## config.mk

```make
export PLATFORM = sky130hd
export DESIGN_NAME = rx_idle_timer
export DESIGN_NICKNAME = d
export VERILOG_FILES = /design/src/rtl/rx_idle_pkg.sv /design/src/rtl/rx_idle_mode.sv /design/src/rtl/rx_idle_counter.sv /design/src/rtl/rx_idle_timer.sv
export SDC_FILE = /design/constraint.sdc
export NUM_CORES = 1
export LEC_CHECK = 0
export BUFFER_PORTS_ARGS = -buffer_cell sky130_fd_sc_hd__buf_2
export CORE_MARGIN = 2
export CORE_UTILIZATION = 51
export CTS_BUF_LIST = sky130_fd_sc_hd__clkbuf_4 sky130_fd_sc_hd__clkbuf_8
export CTS_CLUSTER_DIAMETER = 100
export DETAILED_ROUTE_END_ITERATION = 8
export GPL_TIMING_DRIVEN = 0
export PLACE_DENSITY = 0.85
export SLEW_MARGIN = 0
export SYNTH_ARGS = -nofsm -noshare
export SYNTH_HDL_FRONTEND = slang
export SYNTH_SLANG_ARGS = --single-unit
export TNS_END_PERCENT = 10
```

## constraint.sdc

```tcl
create_clock -name clk -period 2.37 [get_ports clk]
set_clock_uncertainty 0.05 [all_clocks]
set_input_delay 0 -clock clk [delete_from_list [all_inputs] [get_ports clk]]
set_output_delay 0 -clock clk [all_outputs]
set_load 0.1 [all_outputs]
```

## src/rtl/rx_idle_pkg.sv

```systemverilog
package rx_idle_pkg;
  // Per-cycle instruction from the mode controller to the counter.
  typedef struct packed {
    logic stop;     // halt the counter
    logic load;     // load preload and run
    logic clr_rdy;  // clear ready flag
    logic halt_tc;  // stop at terminal count instead of reloading
  } ctr_cmd_t;
endpackage

```

## src/rtl/rx_idle_mode.sv

```systemverilog
module rx_idle_mode
  import rx_idle_pkg::*;
#(
  parameter int NRX = 2
) (
  input  logic           clk,
  input  logic           rst,
  input  logic           cmd_start,
  input  logic           cmd_stop,
  input  logic [NRX-1:0] cmd_to_on,
  input  logic [NRX-1:0] cmd_to_off,
  input  logic [NRX-1:0] rx_xfer,
  output logic [NRX-1:0] to_en_q,
  output ctr_cmd_t       cmd
);
  logic [NRX-1:0] hit;
  logic           tmode, any_on, restart, sw_stop;

  // Per-receiver enable registers: on wins over off.
  for (genvar i = 0; i < NRX; i++) begin : g_rx
    always_ff @(posedge clk) begin
      if (rst)                to_en_q[i] <= 1'b0;
      else if (cmd_to_on[i])  to_en_q[i] <= 1'b1;
      else if (cmd_to_off[i]) to_en_q[i] <= 1'b0;
    end
    assign hit[i] = to_en_q[i] & rx_xfer[i];
  end

  always_comb begin
    tmode       = |to_en_q;
    any_on      = |cmd_to_on;
    restart     = tmode & (|hit) & ~any_on;
    sw_stop     = ~tmode & cmd_stop;
    cmd.stop    = any_on | sw_stop;
    cmd.clr_rdy = any_on | sw_stop | restart;
    cmd.load    = ~cmd.stop & (restart | (~tmode & cmd_start));
    cmd.halt_tc = tmode;
  end

  AST_ON_SETS_MODE: assert property (@(posedge clk) disable iff (rst)
    (|cmd_to_on) |=> ((to_en_q & $past(cmd_to_on)) == $past(cmd_to_on)));
endmodule

```

## src/rtl/rx_idle_counter.sv

```systemverilog
module rx_idle_counter
  import rx_idle_pkg::*;
#(
  parameter int W = 16
) (
  input  logic         clk,
  input  logic         rst,
  input  logic         tick,
  input  logic [W-1:0] preload,
  input  ctr_cmd_t     cmd,
  output logic [W-1:0] cnt_q,
  output logic         rdy_q
);
  logic run_q;
  logic step, at_tc;

  assign step  = run_q & tick & ~cmd.stop & ~cmd.load;
  assign at_tc = (cnt_q == '0);

  always_ff @(posedge clk) begin
    if (rst) begin
      cnt_q <= '0;
      run_q <= 1'b0;
    end else if (cmd.stop) begin
      run_q <= 1'b0;
    end else if (cmd.load) begin
      cnt_q <= preload;
      run_q <= 1'b1;
    end else if (step) begin
      if (at_tc) begin
        if (cmd.halt_tc) run_q <= 1'b0;
        else             cnt_q <= preload;
      end else begin
        cnt_q <= cnt_q - 1'b1;
      end
    end
  end

  always_ff @(posedge clk) begin
    if (rst)                rdy_q <= 1'b0;
    else if (cmd.clr_rdy)   rdy_q <= 1'b0;
    else if (step && at_tc) rdy_q <= 1'b1;
  end

  AST_HOLD_NO_TICK: assert property (@(posedge clk) disable iff (rst)
    (!tick && !cmd.stop && !cmd.load) |=> $stable(cnt_q));
  AST_READY_AT_ZERO: assert property (@(posedge clk) disable iff (rst)
    $rose(rdy_q) |-> ($past(cnt_q) == '0 && $past(tick)));
  AST_CLEAR_READY: assert property (@(posedge clk) disable iff (rst)
    cmd.clr_rdy |=> !rdy_q);
  AST_LOAD_PRELOAD: assert property (@(posedge clk) disable iff (rst)
    cmd.load |=> (cnt_q == $past(preload) && run_q));
  AST_TIMEOUT_HALT: assert property (@(posedge clk) disable iff (rst)
    (step && at_tc && cmd.halt_tc) |=> (!run_q && rdy_q));
endmodule

```

## src/rtl/rx_idle_timer.sv

```systemverilog
module rx_idle_timer
  import rx_idle_pkg::*;
#(
  parameter int W   = 16,
  parameter int NRX = 2
) (
  input  logic           clk,
  input  logic           rst,
  input  logic           tick,
  input  logic [W-1:0]   preload,
  input  logic           cmd_start,
  input  logic           cmd_stop,
  input  logic [NRX-1:0] cmd_to_on,
  input  logic [NRX-1:0] cmd_to_off,
  input  logic [NRX-1:0] rx_xfer,
  output logic           ready,
  output logic [W-1:0]   count,
  output logic [NRX-1:0] to_mode
);
  ctr_cmd_t ccmd;

  rx_idle_mode #(.NRX(NRX)) mode_i (
    .clk(clk), .rst(rst), .cmd_start(cmd_start), .cmd_stop(cmd_stop),
    .cmd_to_on(cmd_to_on), .cmd_to_off(cmd_to_off), .rx_xfer(rx_xfer),
    .to_en_q(to_mode), .cmd(ccmd)
  );

  rx_idle_counter #(.W(W)) ctr_i (
    .clk(clk), .rst(rst), .tick(tick), .preload(preload), .cmd(ccmd),
    .cnt_q(count), .rdy_q(ready)
  );

  AST_TO_ON_CLEARS: assert property (@(posedge clk) disable iff (rst)
    (|cmd_to_on) |=> !ready);
endmodule

```

==> qor.yml <==
status: "completed"
hold_slack_ns: 0.000193
place_congestion: 0.833
power.share.combinational: 0.650
r2r-start: "ctr_i.cnt_q[3]"
cts_max_path_buffers: 2
pre_cts_ws_ns: 0.0129
critPathMostFrequentCell: "clkbuf_4"
post_cts_buffers: 0
crit_fanout: 10
antenna_cells: 0
required_ns: 2.52
maxCapViolations: 0
syn-instance-count: 165
p_total_mw: 1.64
clock_latency_ns: 0.30
start_util: 0.534
seq_area_frac_synth: 0.305
power-per-cell-area_nw_per_um2: 903
synth_top_area_cell: "dfxtp_1"
die_width_um: 54.7
yosysWarnings: 0
dr.pass1.iters: 7
cp_num_buf_inv: 2
switching_power_uw: 818
finalSetupViolations: 0
path_cells: "nor4_1 > nand4_1 > o21ai_2 > clkbuf_4 > clkbuf_4 > a21oi_1 > o32ai_1"
antenna_found_initial: 0
final-max-slew-violation-count: 0
drive_gt1_frac: 0.330
grt_usage: 0.284
synthDistinctLibCells: 40
hold_path_class: "primary input to flip-flop"
synth-main-ff-cell: "dfxtp_1"
synth.most_common_cell: "dfxtp_1"
synthToLayoutAreaGrowth_pct: 38.1
relSlewSlack: 0.632
synth_area_per_cell_um2: 7.95
synth_edf_count: 0
vias_per_cell: 6.05
wire_per_inst_um: 15.8
grt_max_degree: 11
fin_nets: 261
p_leak_nw: 0.841
pwr-share-clk: 0.103
timing.final.ws_setup_ns: 0.129
worst-path-stages: 7
synth_nets: 194
worstSetupPathType: "flip-flop to flip-flop"
drc: 0
cp-end-kind: "flip-flop"
crit_end: "ctr_i.cnt_q[9]"
portBuffers: 45
cts_root_buffer: "clkbuf_4"
reg2reg_depth: 7
cts-buffers-inserted: 3
clock-sinks: 20
cp-start-kind: "flip-flop"
via_count: 1574
fin_crit_sh: 0.945
crit_path_top_delay_cell: "nor4_1"
cpLargestDelayFamily: "simple AND/OR/NAND/NOR gates"
netlist_area_um2: 1310
drt_iter0_drc: 57
synth_common_cells: "dfxtp_1, inv_1, a21oi_1, nor2_1"
synthTopCellsByArea: "dfxtp_1, o32ai_1, mux2i_1, a21oi_1, inv_1"
ys_ff_latch: 20
fp.dieH_um: 54.7
fmax_mhz: 446
switching_share: 0.500
dp.cells: 240
routed_wl_um: 4100
clk_pin_slew_ns: 0.12
antenna_left: 0
period_minus_slack_ns: 2.24
die_area_um2: 2990
seqPwrFrac: 0.246
grt_pass1_wl_um: 6180
grt_pass1_vias: 1439
gr-total-overflow: 0
ios: 46
htreeDepth: 1
crit_arrival_ns: 2.39
core_area_um2: 2450
worst_pin_slew_ns: 0.551
startpoint: "ctr_i.cnt_q[3]"
final_cells: 260
num_rows: 18
dp_hpwl_um: 2720
r2r_end: "ctr_i.cnt_q[9]"
ir_drop_uv: 650
r2r_slack_ns: 0.13
async_flop_share: 0
cts_tree: "yes"
intPower_uw: 818
finalHoldViolCount: 0
yosys.area.top_type_share: 0.305
slowest_delay_ns: 0.45
==> placed cells by master, fill, tap and decap left out, types with 2 or more instances in the layout <==
| cell | count |
|---|---|
| a211oi_1 | 2 |
| buf_2 | 47 |
| nor3_1 | 11 |
| ha_1 | 2 |
| a22oi_1 | 4 |
| dfxtp_1 | 10 |
| mux2i_1 | 9 |
| o32ai_1 | 11 |
| nand2_1 | 3 |
| clkbuf_1 | 2 |
| o21ai_0 | 6 |
| nor2_1 | 12 |
| dlygate4sd3_1 | 18 |
| a21oi_1 | 15 |
| nor2b_1 | 3 |
| or3_1 | 8 |
| nand4_1 | 2 |
| or2_2 | 4 |
| nor4_1 | 5 |
| clkbuf_4 | 5 |
| dfxtp_2 | 10 |
| inv_1 | 16 |
| nand2b_1 | 3 |
==> sequential cells by signal, indices dropped and copies added (netlist names) <==
name / flops
ctr_i.run_q: 1
mode_i.to_en_q: 2
ctr_i.rdy_q: 1
ctr_i.cnt_q: 16
==> through the flow <==
| step | util | TNS [ns] | area [µm²] |
|---|---|---|---|
| 3_3_place_gp | 0.646 | 0 | 1590 |
| 6_report | 0.738 | 0 | 1810 |
| 5_1_grt | 0.738 | -0.0255 | 1810 |
| 4_1_cts | 0.729 | 0 | 1790 |
| 3_5_place_dp | 0.646 | 0 | 1590 |
| 2_1_floorplan | - | 0 | 1320 |
==> metal layers <==
metal | track usage | vias to the layer above | wire (µm)
li1 | - | 744 | -
met1 | 0.347 | 750 | 1710
met2 | 0.518 | 72 | 2090
met3 | 0.0273 | 8 | 253
met4 | 0.0833 | 0 | 53
met5 | 0 | - | 0
==> kinds of logic (layout without fill, tap and decap cells) <==
kind of cell / after synthesis / count (layout) / synth area share
compound gates: 46 / 46 / 0.246
simple gates: 61 / 61 / 0.271
mux: 9 / 9 / 0.0687
fa+ha+maj: 2 / 2 / 0.0191
buf+inv: 27 / 92 / 0.0897
flops: 20 / 20 / 0.305
==> layout make-up <==
cell class / count / area (µm²)
fillers: 190 / 644
multi-input cells: 118 / 812
well taps: 30 / 37.5
plain buffers: 10 / 60.1
repair buffers: 63 / 405
clock buffers: 3 / 22.5
inverters: 16 / 60.1
flip-flops and latches: 20 / 413
==> worst min path at each step <==
stage,from,end,cells after the start
2_1_floorplan,cmd_to_on[0],mode_i.to_en_q[0],2
3_3_place_gp,cmd_to_on[1],mode_i.to_en_q[1],3
3_5_place_dp,cmd_to_on[0],mode_i.to_en_q[0],3
4_1_cts,preload[0],ctr_i.cnt_q[0],3
5_1_grt,preload[0],ctr_i.cnt_q[0],3
6_report,preload[0],ctr_i.cnt_q[0],3
==> power by group through the flow <==
stage               Clock, mW  Combinational (mW)  Sequential (mW)
CTS                     0.164                1.04            0.399
finish                  0.169                1.06            0.403
global route            0.176                1.13            0.407
detailed placement          0                1.01            0.407
global placement            0               0.978            0.404
floorplan                   0               0.629            0.589
==> timing repair <==
action | 4_1_cts | 5_1_grt
hold buffers | 18 | 0
gates resized for setup | 0 | 7
hold endpoints to repair | 16 | 0
endpoints found under the setup margin | 0 | 12
==> tightest hold or removal path, cell delays in order <==
cell and delay [ns]:
buf_2 0.09, or3b_1 0.15, a31oi_1 0.07
Note: power is estimated with default switching activity, not from simulation.
